$ cat config.mk
export PLATFORM = sky130hd
export DESIGN_NAME = task_switch_ctl
export DESIGN_NICKNAME = d
export VERILOG_FILES = /design/src/rtl/tsw_pkg.sv /design/src/rtl/tsw_priv_chk.sv /design/src/rtl/tsw_nest_rules.sv /design/src/rtl/task_switch_ctl.sv
export SDC_FILE = /design/constraint.sdc
export NUM_CORES = 1
export LEC_CHECK = 0
export ABC_AREA = 1
export ABC_CLOCK_PERIOD_IN_PS = 1200
export BUFFER_PORTS_ARGS = -buffer_cell sky130_fd_sc_hd__buf_4
export CAP_MARGIN = 20
export CORE_ASPECT_RATIO = 0.6
export CORE_UTILIZATION = 48
export DETAILED_ROUTE_END_ITERATION = 7
export PLACE_DENSITY_LB_ADDON = 0.05
export SLEW_MARGIN = 20
export SYNTH_ARGS = -nofsm -noshare
export SYNTH_HDL_FRONTEND = slang
export SYNTH_SLANG_ARGS = --single-unit
$ cat constraint.sdc
create_clock -name clk_i -period 1.2 [get_ports clk_i]
set_input_delay 0.12 -clock clk_i [delete_from_list [all_inputs] [get_ports clk_i]]
set_output_delay 0.12 -clock clk_i [all_outputs]
set_load 0.01 [all_outputs]
$ cat src/rtl/tsw_pkg.sv
package tsw_pkg;
  typedef enum logic [2:0] {
    K_JMP  = 3'd0,
    K_CALL = 3'd1,
    K_INTN = 3'd2,
    K_INTR = 3'd3,
    K_EXC  = 3'd4,
    K_IRET = 3'd5
  } kind_e;

  typedef enum logic [1:0] {
    F_NONE = 2'd0,
    F_LONG = 2'd1,
    F_PRIV = 2'd2,
    F_BUSY = 2'd3
  } fcode_e;
endpackage

$ cat src/rtl/tsw_priv_chk.sv
module tsw_priv_chk #(
  parameter int unsigned PL_W = 2
) (
  input  logic            via_gate_i,
  input  logic            long_mode_i,
  input  logic [PL_W-1:0] cpl_i,
  input  logic [PL_W-1:0] rpl_i,
  input  logic [PL_W-1:0] gate_dpl_i,
  output logic            lm_fault_o,
  output logic            priv_fault_o
);
  logic cpl_ok, rpl_ok;

  always_comb begin
    cpl_ok       = cpl_i <= gate_dpl_i;
    rpl_ok       = rpl_i <= gate_dpl_i;
    lm_fault_o   = via_gate_i & long_mode_i;
    priv_fault_o = via_gate_i & ~(cpl_ok & rpl_ok);
  end
endmodule

$ cat src/rtl/tsw_nest_rules.sv
module tsw_nest_rules
  import tsw_pkg::*;
(
  input  logic [2:0] kind_i,
  input  logic       cur_nt_i,
  output logic       switch_o,
  output logic       busy_chk_o,
  output logic       from_link_o,
  output logic       old_busy_we_o,
  output logic       new_busy_we_o,
  output logic       old_nt_we_o,
  output logic       new_nt_we_o,
  output logic       link_we_o
);
  always_comb begin
    switch_o      = 1'b0;
    busy_chk_o    = 1'b0;
    from_link_o   = 1'b0;
    old_busy_we_o = 1'b0;
    new_busy_we_o = 1'b0;
    old_nt_we_o   = 1'b0;
    new_nt_we_o   = 1'b0;
    link_we_o     = 1'b0;
    unique case (kind_i)
      K_JMP: begin
        switch_o      = 1'b1;
        busy_chk_o    = 1'b1;
        old_busy_we_o = 1'b1;
        new_busy_we_o = 1'b1;
      end
      K_CALL, K_INTN, K_INTR, K_EXC: begin
        switch_o      = 1'b1;
        busy_chk_o    = 1'b1;
        new_busy_we_o = 1'b1;
        new_nt_we_o   = 1'b1;
        link_we_o     = 1'b1;
      end
      K_IRET: begin
        // no switch without nesting
        switch_o      = cur_nt_i;
        from_link_o   = 1'b1;
        old_busy_we_o = cur_nt_i;
        old_nt_we_o   = cur_nt_i;
      end
      default: ;
    endcase
  end
endmodule

$ cat src/rtl/task_switch_ctl.sv
module task_switch_ctl
  import tsw_pkg::*;
#(
  parameter int unsigned SEL_W    = 16,
  parameter int unsigned DESC_W   = 32,
  parameter int unsigned BUSY_BIT = 9,
  parameter int unsigned PL_W     = 2
) (
  input  logic              clk_i,
  input  logic              rst_ni,
  input  logic              req_i,
  input  logic [2:0]        kind_i,
  input  logic              via_gate_i,
  input  logic              long_mode_i,
  input  logic [PL_W-1:0]   cpl_i,
  input  logic [PL_W-1:0]   rpl_i,
  input  logic [PL_W-1:0]   gate_dpl_i,
  input  logic [PL_W-1:0]   tss_dpl_i,
  input  logic [SEL_W-1:0]  tgt_sel_i,
  input  logic [SEL_W-1:0]  cur_sel_i,
  input  logic [SEL_W-1:0]  cur_link_i,
  input  logic              cur_nt_i,
  input  logic [DESC_W-1:0] tgt_desc_i,
  input  logic [DESC_W-1:0] cur_desc_i,
  output logic              done_o,
  output logic              switch_o,
  output logic              fault_o,
  output logic [1:0]        fault_code_o,
  output logic [SEL_W-1:0]  new_sel_o,
  output logic              old_busy_we_o,
  output logic [DESC_W-1:0] old_desc_o,
  output logic              new_busy_we_o,
  output logic [DESC_W-1:0] new_desc_o,
  output logic              old_nt_we_o,
  output logic              new_nt_we_o,
  output logic              new_link_we_o,
  output logic [SEL_W-1:0]  new_link_o
);
  localparam logic [DESC_W-1:0] BUSY_MASK = DESC_W'(1) << BUSY_BIT;

  logic lm_f, priv_f, busy_f, any_f;
  logic r_sw, r_chk, r_link, r_obwe, r_nbwe, r_ontwe, r_nntwe, r_lwe;
  fcode_e code;
  logic unused_dpl;

  assign unused_dpl = ^tss_dpl_i;  // never consulted for gate transfers

  tsw_priv_chk #(.PL_W(PL_W)) u_priv (
    .via_gate_i  (via_gate_i),
    .long_mode_i (long_mode_i),
    .cpl_i       (cpl_i),
    .rpl_i       (rpl_i),
    .gate_dpl_i  (gate_dpl_i),
    .lm_fault_o  (lm_f),
    .priv_fault_o(priv_f)
  );

  tsw_nest_rules u_rules (
    .kind_i       (kind_i),
    .cur_nt_i     (cur_nt_i),
    .switch_o     (r_sw),
    .busy_chk_o   (r_chk),
    .from_link_o  (r_link),
    .old_busy_we_o(r_obwe),
    .new_busy_we_o(r_nbwe),
    .old_nt_we_o  (r_ontwe),
    .new_nt_we_o  (r_nntwe),
    .link_we_o    (r_lwe)
  );

  always_comb begin
    busy_f = r_chk & tgt_desc_i[BUSY_BIT];
    if (lm_f)        code = F_LONG;
    else if (priv_f) code = F_PRIV;
    else if (busy_f) code = F_BUSY;
    else             code = F_NONE;
    any_f = code != F_NONE;
  end

  always_ff @(posedge clk_i or negedge rst_ni) begin
    if (!rst_ni) begin
      done_o        <= 1'b0;
      switch_o      <= 1'b0;
      fault_o       <= 1'b0;
      fault_code_o  <= 2'd0;
      new_sel_o     <= '0;
      old_busy_we_o <= 1'b0;
      old_desc_o    <= '0;
      new_busy_we_o <= 1'b0;
      new_desc_o    <= '0;
      old_nt_we_o   <= 1'b0;
      new_nt_we_o   <= 1'b0;
      new_link_we_o <= 1'b0;
      new_link_o    <= '0;
    end else begin
      done_o        <= req_i;
      switch_o      <= req_i & r_sw & ~any_f;
      fault_o       <= req_i & any_f;
      old_busy_we_o <= req_i & r_sw & ~any_f & r_obwe;
      new_busy_we_o <= req_i & r_sw & ~any_f & r_nbwe;
      old_nt_we_o   <= req_i & r_sw & ~any_f & r_ontwe;
      new_nt_we_o   <= req_i & r_sw & ~any_f & r_nntwe;
      new_link_we_o <= req_i & r_sw & ~any_f & r_lwe;
      if (req_i) begin
        fault_code_o <= code;
        new_sel_o    <= r_link ? cur_link_i : tgt_sel_i;
        old_desc_o   <= cur_desc_i & ~BUSY_MASK;
        new_desc_o   <= tgt_desc_i | BUSY_MASK;
        new_link_o   <= cur_sel_i;
      end
    end
  end


  done_after_req_chk: assert property (@(posedge clk_i) disable iff (!rst_ni)
    req_i |=> done_o);

  idle_quiet_chk: assert property (@(posedge clk_i) disable iff (!rst_ni)
    !done_o |-> !(switch_o | fault_o | old_busy_we_o | new_busy_we_o |
                  old_nt_we_o | new_nt_we_o | new_link_we_o));

  fault_no_write_chk: assert property (@(posedge clk_i) disable iff (!rst_ni)
    fault_o |-> !(switch_o | old_busy_we_o | new_busy_we_o |
                  old_nt_we_o | new_nt_we_o | new_link_we_o));

  lm_fault_cause_chk: assert property (@(posedge clk_i) disable iff (!rst_ni)
    (done_o && fault_code_o == F_LONG) |-> $past(long_mode_i));

  busy_fault_cause_chk: assert property (@(posedge clk_i) disable iff (!rst_ni)
    (done_o && fault_code_o == F_BUSY) |-> $past(tgt_desc_i[BUSY_BIT]));

  nest_link_chk: assert property (@(posedge clk_i) disable iff (!rst_ni)
    new_link_we_o |-> (new_nt_we_o && new_busy_we_o && !old_busy_we_o));

  iret_unnest_chk: assert property (@(posedge clk_i) disable iff (!rst_ni)
    old_nt_we_o |-> (old_busy_we_o && !new_busy_we_o && !new_link_we_o));
endmodule

# After elaboration in Yosys (flattened, before gate mapping)
# Cells that the tools add are included.
[word_totals] regBits=104 in_bits=129 out_inout_bits=106
[classes] order_cmp=2 n_eq_ne=5 mux=10 bitwise_logic=13 n_reduce_logical=4
[op_table] operator="2-to-1 mux 16 bit" n=1
[op_table] operator="AND 1 bit" n=11
[op_table] operator="== test 3 x 2 -> 1 bit, second input constant" n=2
[op_table] operator="== test 3 bit, second input constant" n=2
[op_table] operator="2-to-1 mux 2 bit" n=3
[op_table] operator="OR reduction 5 bit" n=1
[op_table] operator="less-or-equal comparator 2 bit" n=2
[op_table] operator="2-to-1 mux 1 bit" n=4
[op_table] operator="case mux 1 bit (2 select lines)" n=2
[op_table] operator="OR reduction 4 bit" n=1
[op_table] operator="== test 3 x 1 -> 1 bit, second input constant" n=1
[op_table] operator="logical NOT 3 bit" n=1
[op_table] operator="NOT 1 bit" n=2
[op_table] operator="nonzero test 2 bit" n=1

# Logic depth before layout (Yosys ltp)
# Gate-level depths: netlist (run 1).
[logic_depth] word_depth=11 mapped_depth=11 depth_no_buf=11

# By module
# Synthesis (run 1) repeated with hierarchy kept, for this count alone.
[unflattened] hier_cells=545 area_unflattened_um2=4434.3
[by_module_without_submodules] mod="task_switch_ctl" instances=1 cells_per_inst=504 area_per_inst_um2=4226.6 seq_area_each_um2=2627.5
[by_module_without_submodules] mod="tsw_priv_chk" instances=1 cells_per_inst=23 area_per_inst_um2=126.4 seq_area_each_um2=0.0
[by_module_without_submodules] mod="tsw_nest_rules" instances=1 cells_per_inst=18 area_per_inst_um2=81.3 seq_area_each_um2=0.0

# Least setup slack after synthesis (run 1)
# OpenSTA, ideal clock, no wires.
[synth_timing] path_type="input -> register" startpoint="input port gate_dpl_i[1]" endpoint="register new_busy_we_o" setup_time_ns=0.075 arrival_ns=0.972 required_ns=1.125 setup_slack_ns=0.153 stages=9 n_path_buf=0 cell_sequence="inv_1 -> ha_1 -> nand2_1 -> nand2_1 -> nand2_1 -> nand2_1 -> nand2_1 -> nand4_1 -> nor2_1"
[synth_via] elab_chain_len=10 word_cells_on_any_way=11
[synth_lines] item="from (decl)" line="task_switch_ctl.sv:17" rtl="input logic [PL_W-1:0] gate_dpl_i,"
[synth_lines] item="less-or-equal comparator 2 bit, on equally long branches" line="tsw_priv_chk.sv:15, tsw_priv_chk.sv:16"
[synth_lines] item="AND 1 bit (*)" line="tsw_priv_chk.sv:18" rtl="priv_fault_o = via_gate_i & ~(cpl_ok & rpl_ok);"
[synth_lines] item="NOT 1 bit (*)" line="tsw_priv_chk.sv:18"
[synth_lines] item="AND 1 bit (*)" line="tsw_priv_chk.sv:18"
[synth_lines] item="2-to-1 mux 2 bit (*)" line="task_switch_ctl.sv:74" rtl="else if (priv_f) code = F_PRIV;"
[synth_lines] item="2-to-1 mux 2 bit (*)" line="task_switch_ctl.sv:73" rtl="if (lm_f) code = F_LONG;"
[synth_lines] item="nonzero test 2 bit (*)" line="task_switch_ctl.sv:77" rtl="any_f = code != F_NONE;"
[synth_lines] item="NOT 1 bit (*)" line="task_switch_ctl.sv:100" rtl="new_busy_we_o <= req_i & r_sw & ~any_f & r_nbwe;"
[synth_lines] item="AND 1 bit (*) (2 in a row)" line="task_switch_ctl.sv:100"
[synth_lines] item="to (signal assigned)" line="task_switch_ctl.sv:100"
[synth_lines] item="to (decl)" line="task_switch_ctl.sv:32" rtl="output logic new_busy_we_o,"
# Mark *: on every way between the ends. The rest lies on a longest branch, timed or not.
# A chain may end at the register's enable or synchronous reset.

==> run_results.csv, run 1 <==
group,metric,value,unit
cts,path_clk_slew,0.07,ns
cts,clock_latency,0.34,ns
global_route,grt_pass1_wl,21.8,mm
sta,clock.fmax,0.882,GHz
power_and_ir_drop,p_per_area,1210,nW/µm²
sta,fin_crit_sh,94.4,%
sta,clock_skew,0,ns
global_route,first_global_vias,4645,
power_and_ir_drop,ir_worst_vdd,0.955,mV
sta,finalSetupViolations,0,
logic_synthesis,synthesis.area,4190,µm²
logic_synthesis,synth_area_per_cell,8.51,µm²
placement,place_inst,817,
worst_setup_path,cp.required,1.48,ns
route,post_drt_wl_per_cell,15.8,µm
sta,worst_slack,0.0666,ns
worst_setup_path,crit_top_cell,"nand2_1",
cells_and_area,layout.cells.non_filler,915,
logic_synthesis,synthesis.nets,625,
die,core_area,8160,µm²
logic_synthesis,synth_mux_area_share,0,%
status,outcome,"finished clean",
global_route,grt_max_degree,53,
sta,whs,0.0182,ns
placement,hpwl,8.84,mm
worst_setup_path,critPathSlowestCell,"dlygate4sd3_1",
route,drt-total-wl,14.5,mm
power_and_ir_drop,p_total,8.68,mW
logic_synthesis,seq_area_frac_synth,62.1,%
cells_and_area,area_growth,71.2,%
worst_setup_path,startpoint_type,"primary input",
die,die_x,123,µm
placement,port-buffer-count,230,
die,dieArea,9110,µm²
logic_synthesis,ys.warnings.count,0,
sta,rsz0062_at_grt,"no",
cells_and_area,drive_above_1_share,32.9,%
global_route,groute.usage.overall,32.2,%
cells_and_area,finalNetCount,934,
cts,clock-sinks,104,
cts,numCtsBuffers,9,
sta,tns,0,ns
logic_synthesis,synthCells,492,
route,vias,4533,
sta,slew_violations,0,
worst_setup_path,critical-path-max-stage-delay,0.56,ns
logic_synthesis,synth_top_family_by_area,"simple AND/OR/NAND/NOR gates",
cts,cts-root-buf,"clkbuf_16",
logic_synthesis,yosys.area_share.simple,27.1,%
logic_synthesis,synthDistinctLibCells,20,
worst_setup_path,worstPathMaxFanout,52,
cts,clockBufferDepth,2,
cts,cts_max_level,3,
logic_synthesis,synth_seq_cells,104,
min_path,hp-class,"in2reg",
sta,final_hold_viol_count,0,
job,maxCapViolCount,0,
die,num_io_pins,235,
worst_setup_path,arrival,1.41,ns
route,post-route-drc-count,0,
logic_synthesis,synth_adder_area_share,1.20,%
placement,gp_congestion,0.810,
placement,place_ws,-0.126,ns
die,start_util,51.3,%
cts,cts_tree,"yes",
route,ant_nets,0,
global_route,overflow,0,
route,drtPass1Iterations,4,
route,vias_per_cell,4.95,
route,drt_iter0_drc,225,
worst_setup_path,worstSetupPathType,"in2reg",
die,num_rows,25,
worst_setup_path,end_kind,"flip-flop",
sta,min_period,1.13,ns
logic_synthesis,synth_compound_area_share,4.96,%
die,die_h,74.4,µm
worst_setup_path,crit_chain,"dlygate4sd3_1, buf_6, inv_2, buf_12, nand2_1, nand2_1",
power_and_ir_drop,p_leak,3.93,nW
logic_synthesis,synthXorXnorAreaFrac,0,%
global_route,antenna_found_initial,1,
==> where the power goes <==
part	leakage (nW)	switching, mW	internal (mW)
clock	0.127	1.31	1.47
sequential	1.27	0.191	3.81
combinational	2.53	0.880	1.01
total	3.93	2.38	6.29
==> worst max-delay path, delay by kind of cell <==
family,cells,cell delay (ns)
simple gates,2,0.21
buf+inv,4,1.08
==> layout make-up <==
| class | instances | area, µm² |
|---|---|---|
| repair buffers | 323 | 2680 |
| inverters | 19 | 73.8 |
| clock inverters | 6 | 43.8 |
| fillers | 388 | 995 |
| multi-input cells | 344 | 1400 |
| well taps | 108 | 135 |
| clock buffers | 10 | 239 |
| flip-flops and latches | 104 | 2600 |
| diodes | 1 | 2.50 |
==> synthesized netlist by cell type, drive strengths merged <==
library cell  count  area share [%]
conb              1           0.090
ha                4             1.2
nand4             1            0.15
clkbuf           14             1.3
nor2             24             2.4
or2               1            0.15
dfrtp           104              62
nand3             1            0.12
a21oi             5            0.60
nand2           271              24
o21ai            35             4.2
buf              11             1.5
o31ai             1            0.18
inv              19             1.8
==> per-stage QoR <==
stage | util, % | area, µm²
5_1_grt | 87.8 | 7170
3_5_place_dp | 74.4 | 6070
2_1_floorplan | - | 4190
4_1_cts | 87.6 | 7150
6_report | 87.8 | 7170
3_3_place_gp | 74.4 | 6070
==> worst paths after layout <==
check / start / end / slack, ns / depth (start not counted)
min in group asynchronous: rst_ni / new_sel_o[6] / 0.24 / 2
worst min-delay path: cur_desc_i[30] / old_desc_o[30] / 0.02 / 3
worst max register to register: new_desc_o[9] / new_desc_o[9] / 0.43 / 1
worst max-delay path: req_i / new_desc_o[11] / 0.07 / 6
worst min register to register: new_desc_o[29] / new_desc_o[29] / 0.47 / 2
max in group asynchronous: rst_ni / old_desc_o[19] / 0.41 / 3
==> registers in the layout (all words and copies together) (netlist names) <==
| name | cells |
|---|---|
| fault_code_o | 2 |
| new_sel_o | 16 |
| old_desc_o | 31 |
| new_desc_o | 32 |
| new_link_we_o | 1 |
| done_o | 1 |
| switch_o | 1 |
| new_link_o | 16 |
| new_busy_we_o | 1 |
| old_busy_we_o | 1 |
| old_nt_we_o | 1 |
| fault_o | 1 |
==> cell usage in the layout (no fill, tap or decap) <==
cell	count
nand2_1	271
buf_4	239
dfrtp_1	104
dlygate4sd3_1	79
o21ai_0	24
nor2_1	22
inv_1	17
o21ai_1	11
clkbuf_16	9
a21oi_1	5
ha_1	4
clkinvlp_4	4
buf_12	4
diode_2	1
nand4_1	1
nor2_4	1
inv_4	1
nor2_2	1
o31ai_1	1
nand3_1	1
inv_2	1
or2_2	1
conb_1	1
clkinv_2	1
inv_6	1
clkbuf_8	1
buf_6	1
==> kinds of logic (layout without fill, tap and decap cells) <==
logic type	Yosys count	count (layout)
AOI/OAI and AO/OA	41	41
adders and majority gates	4	4
buffers and inverters	44	358
DFF	104	104
other	1	2
and+or+nand+nor	298	298
==> metal layers <==
layer  GRT usage (%)  share of wire [%]  vias up
li1                -                  -     2111
met1            34.2                 36     2166
met2            59.9                 53      214
met3            10.2                8.6       42
met4            13.8                2.4        0
met5               0                  0        -
==> repair_timing <==
action / CTS / global route
hold buffers: 79 / 0
endpoints found under the hold margin: 101 / 0
gates resized for setup: 0 / 2
endpoints found under the setup margin: 0 / 7
buffers inserted: 0 / 2
Note: power is estimated with default switching activity, not from simulation.
==> run 2: changes to the inputs <==
Settings changed: HOLD_SLACK_MARGIN set to 0.06.
==> run 2 against run 1 <==
Hold slack improved by 0.056 ns. Clock skew unchanged. Global-route usage grew 1.3 points. Worst setup slack better by 0.094 ns. Highest routed layer unchanged.
==> run_results.csv, run 2 (synthesis results as in run 1) <==
group,metric,value,unit
cts,cts_tree,"yes",
cells_and_area,drive_above_1_share,32.2,%
global_route,grt_max_degree,53,
cells_and_area,layout_common_cells,"271 x nand2_1, 239 x buf_4, 104 x dfrtp_1",
sta,min_period,1.04,ns
route,drt-total-wl,15.1,mm
power_and_ir_drop,ir_worst_vdd,1.01,mV
die,dieArea,9110,µm²
sta,clock.fmax,0.962,GHz
placement,gp_congestion,0.810,
sta,fin_crit_sh,86.6,%
cts,cts_max_level,3,
route,vias,4656,
cells_and_area,final_common_cell,"nand2_1",
sta,final_hold_viol_count,0,
min_path,whs_path_depth,3,
route,met2_length,7.84,mm
die,start_util,51.3,%
route,post_drt_wl_per_cell,16.2,µm
cts,numCtsBuffers,9,
die,num_io_pins,235,
cts,clockBufferDepth,2,
route,vias_per_cell,5.01,
global_route,overflow,0,
worst_setup_path,cp.depth,1,
sta,slew_violations,0,
route,ant_nets,0,
cells_and_area,regMostFlops,"new_desc_o",
cells_and_area,finalNetCount,950,
cts,cts-root-buf,"clkbuf_16",
worst_setup_path,end_kind,"primary output",
worst_setup_path,critPathBufInv,1,
cts,clock-sinks,104,
route,drt_iter0_drc,236,
worst_setup_path,worstPathMaxFanout,2,
cells_and_area,fill_cells,359,
power_and_ir_drop,p_leak,4.01,nW
sta,clock_skew,0,ns
cells_and_area,area_growth,75.0,%
placement,place_inst,817,
sta,rsz0062_at_grt,"no",
cts,clock_latency,0.34,ns
global_route,antenna_found_initial,0,
cells_and_area,seq_area,2600,µm²
cells_and_area,num_antenna_cells,0,
worst_setup_path,crit_family,"flip-flops",
die,core_area,8160,µm²
worst_setup_path,critical-path-max-stage-delay,0.42,ns
job,maxCapViolCount,0,
cells_and_area,largestRegisters,"new_desc_o: 32 flops, old_desc_o: 31 flops",
global_route,first_global_vias,4784,
cts,path_clk_slew,0.07,ns
route,drtPass1Iterations,4,
worst_setup_path,critPathSlowestCell,"dfrtp_1",
cells_and_area,multi_input_area,1400,µm²
cells_and_area,utilization,89.8,%
route,top_layer_used,"met4",
sta,finalSetupViolations,0,
sta,whs,0.0746,ns
route,post-route-drc-count,0,
status,outcome,"finished clean",
route,wl_met1,5.60,mm
worst_setup_path,cp.required,1.08,ns
placement,port-buffer-count,230,
worst_setup_path,arrival,0.92,ns
die,num_rows,25,
placement,hpwl,8.84,mm
global_route,grt_pass1_wl,22.7,mm
worst_setup_path,rr_worst_depth,1,
worst_setup_path,worstSetupPathType,"reg2out",
global_route,groute.usage.overall,33.5,%
route,met3_length,1.19,mm
cells_and_area,largest_reg_flops,32,
die,die_h,74.4,µm
worst_setup_path,crit_chain,"buf_4",
cells_and_area,layout.cells.non_filler,930,
die,die_x,123,µm
power_and_ir_drop,p_per_area,1190,nW/µm²
min_path,hp-class,"in2reg",
worst_setup_path,startpoint_type,"flip-flop",
-- run 2: changes by cell type in the layout (fill, tap and decap cells not counted), sizes merged --
cell          delta
diode            -1
dlygate4sd3     +15
dlymetal6s4s     +1
-- run 2: area by class of cell --
type / instances / share of cell area (%)
Tap cell: 108 / 1.84
Sequential cell: 104 / 35.5
Multi-Input combinational cell: 344 / 19.1
Clock inverter: 6 / 0.597
Timing Repair Buffer: 339 / 38.7
Clock buffer: 10 / 3.26
Inverter: 19 / 1.01
-- run 2: through the flow --
stage	setup WS (ns)	TNS [ns]	total power, mW	cell area (µm²)
global route	0.0746	0	9.05	7330
global placement	-0.0614	-0.247	5.63	6070
floorplan	0.153	0	4.61	4190
CTS	0.0750	0	8.70	7310
detailed placement	-0.126	-0.545	5.68	6070
finish	0.161	0	8.75	7330
-- run 2: per-layer routing --
metal / vias to the layer above / global-route usage (%)
li1: 2146 / -
met1: 2244 / 36.0
met2: 225 / 62.2
met3: 41 / 8.82
met4: 0 / 17.1
met5: - / 0
-- run 2: power breakdown --
part           leakage [nW]  internal [mW]  total [mW]  switching (mW)
combinational          2.61           1.05        1.95           0.905
clock                 0.127           1.47        2.78            1.32
sequential             1.27           3.81        4.01           0.195
-- run 2: what timing repair did --
action                                  in CTS  in global routing
buffers inserted                             0                  2
hold buffers                                95                  0
endpoints found under the setup margin       0                 23
hold endpoints to repair                   183                  0
gates resized for setup                      0                  2
-- run 2: path summary, 6_finish.rpt --
kind	from	to	slack, ns
max	new_desc_o[27]	new_desc_o[27]	0.16
min	tgt_sel_i[5]	new_sel_o[5]	0.07
max reg2reg	new_desc_o[9]	new_desc_o[9]	0.44
min reg2reg	old_desc_o[20]	old_desc_o[20]	0.48
max in group asynchronous	rst_ni	old_desc_o[19]	0.41
min in group asynchronous	rst_ni	new_sel_o[13]	0.24
==> run 3: changes to the inputs <==
Settings changed: CORE_UTILIZATION 48 to 47.
==> run 3 against run 2 <==
Sequential power barely moved. Hold slack got worse by 0.0098 ns. Global-route usage is 3.5 points lower. Flip-flop and latch count stayed put. Clock power rose by 21%. Sequential share of layout area fell by 0.079 points. Fmax grew 1.4%. Total power rose by 6.0%. First-iteration DRC count up 13%. Wire length fell by 6.1%. Count of clock-buffer cells in the layout is the same.
==> run_results.csv, run 3 (synthesis results as in run 1) <==
group,metric,value,unit
sta,clock.fmax,0.976,GHz
worst_setup_path,startpoint_type,"flip-flop",
die,die_h,75.1,µm
cts,cts-root-buf,"clkbuf_16",
cells_and_area,layout.cells.non_filler,928,
route,ant_nets,0,
die,num_rows,26,
global_route,antenna_found_initial,0,
worst_setup_path,worstPathMaxFanout,2,
min_path,hp-class,"in2reg",
status,outcome,"finished clean",
cells_and_area,largestRegisters,"new_desc_o: 32 flops, old_desc_o: 31 flops",
die,die_x,124,µm
die,num_io_pins,235,
power_and_ir_drop,p_leak,4.02,nW
cells_and_area,final_common_cell,"nand2_1",
placement,placed_area,6070,µm²
cts,cts_tree,"yes",
cts,numCtsBuffers,9,
cells_and_area,multi_input_area,1400,µm²
die,core_area,8590,µm²
worst_setup_path,crit_chain,"buf_4",
power_and_ir_drop,swShare,25.2,%
worst_setup_path,cp.depth,1,
sta,slew_violations,0,
cells_and_area,utilization,85.5,%
route,vias,4523,
die,dieArea,9300,µm²
cells_and_area,area_growth,75.4,%
placement,place_inst,820,
worst_setup_path,cp.required,1.08,ns
placement,port-buffer-count,230,
worst_setup_path,crit_family,"flip-flops",
sta,min_period,1.02,ns
cells_and_area,seq_area,2600,µm²
cts,clock_latency,0.34,ns
cells_and_area,regMostFlops,"new_desc_o",
placement,hpwl,8.45,mm
worst_setup_path,end_kind,"primary output",
placement,gp_congestion,0.816,
cts,cts_resized,0,
sta,clock_skew,0,ns
cts,clock-sinks,104,
power_and_ir_drop,p_per_area,1260,nW/µm²
cells_and_area,design_area,7350,µm²
sta,finalSetupViolations,0,
route,drt-total-wl,14.2,mm
power_and_ir_drop,power.internal,6.94,mW
cells_and_area,drive_above_1_share,32.0,%
worst_setup_path,worstSetupPathType,"reg2out",
global_route,groute.usage.overall,30.0,%
worst_setup_path,critical-path-max-stage-delay,0.41,ns
cells_and_area,layout_common_cells,"271 x nand2_1, 237 x buf_4, 104 x dfrtp_1",
route,post_drt_wl_per_cell,15.3,µm
power_and_ir_drop,p_total,9.27,mW
global_route,grt_max_degree,52,
die,start_util,48.8,%
route,vias_per_cell,4.87,
power_and_ir_drop,pwr-share-seq,43.2,%
power_and_ir_drop,power_frac_clock,36.3,%
worst_setup_path,arrival,0.90,ns
global_route,overflow,0,
job,maxCapViolCount,0,
route,drtPass1Iterations,5,
min_path,hold_path_startpoint,"cur_link_i[1]",
sta,fin_crit_sh,85.4,%
route,drt_iter0_drc,267,
cts,cts_max_level,3,
cells_and_area,finalNetCount,945,
sta,rsz0062_at_grt,"no",
cts,clockBufferDepth,2,
global_route,first_global_vias,4346,
cells_and_area,num_antenna_cells,0,
worst_setup_path,cp-startpoint,"new_desc_o[19]",
route,post-route-drc-count,0,
sta,final_hold_viol_count,0,
worst_setup_path,critPathBufInv,1,
power_and_ir_drop,p_switching,2.34,mW
power_and_ir_drop,power_frac_comb,20.6,%
cells_and_area,largest_reg_flops,32,
cells_and_area,fill_cells,462,
power_and_ir_drop,ir_worst_vdd,0.977,mV
worst_setup_path,critPathSlowestCell,"dfrtp_1",
min_path,whs_path_depth,3,
worst_setup_path,worst_r2r_startpoint,"new_desc_o[9]",
cts,cts_setup_buffers,0,
worst_setup_path,rr_worst_depth,1,
cts,path_clk_slew,0.07,ns
global_route,grt_pass1_wl,20.9,mm
## run 3: final timing paths
| kind | to | slack (ns) |
|---|---|---|
| worst max register to register | new_desc_o[9] | 0.44 |
| worst max-delay path | new_desc_o[19] | 0.18 |
| worst min-delay path | new_sel_o[1] | 0.06 |
| worst min register to register | old_desc_o[14] | 0.47 |
| max in group asynchronous | new_link_we_o | 0.40 |
| min in group asynchronous | old_desc_o[15] | 0.32 |
## run 3: metal layers
metal / vias up / global-route usage (%) / routed length [µm]
met1: 2145 / 35.0 / 5440
met5: - / 0 / 0
met2: 209 / 53.3 / 7240
li1: 2133 / - / -
met4: 0 / 11.2 / 323
met3: 36 / 8.56 / 1150
## run 3: stage by stage
stage / setup TNS, ns / setup WS (ns) / hold slack [ns]
global route: 0 / 0.0355 / 0.0815
detailed placement: -0.433 / -0.118 / 0.0709
CTS: 0 / 0.180 / 0.0616
floorplan: 0 / 0.153 / -0.176
finish: 0 / 0.176 / 0.0648
global placement: -0.256 / -0.0625 / 0.0719
## run 3: area by class of cell
cell class / instances / share of cell area [%]
timing repair buffer: 334 / 38.0
sequential: 104 / 35.4
multi-input combinational: 344 / 19.0
clock buffer: 10 / 3.25
tap: 112 / 1.91
clock inverter: 5 / 1.41
inverter: 19 / 1.00
## run 3: power by group through the flow
stage	combinational [mW]	clock (mW)	sequential (mW)
after global routing	2.08	3.53	4.03
after global placement	1.58	0	4.04
after floorplan	0.431	0	4.18
after detailed placement	1.62	0	4.05
after CTS	1.87	3.40	3.99
final	1.91	3.36	4.00
## run 3: what timing repair did
item / 4_1_cts / 5_1_grt
endpoints found under the hold margin: 195 / 0
hold buffers: 93 / 0
setup endpoints to repair: 0 / 0
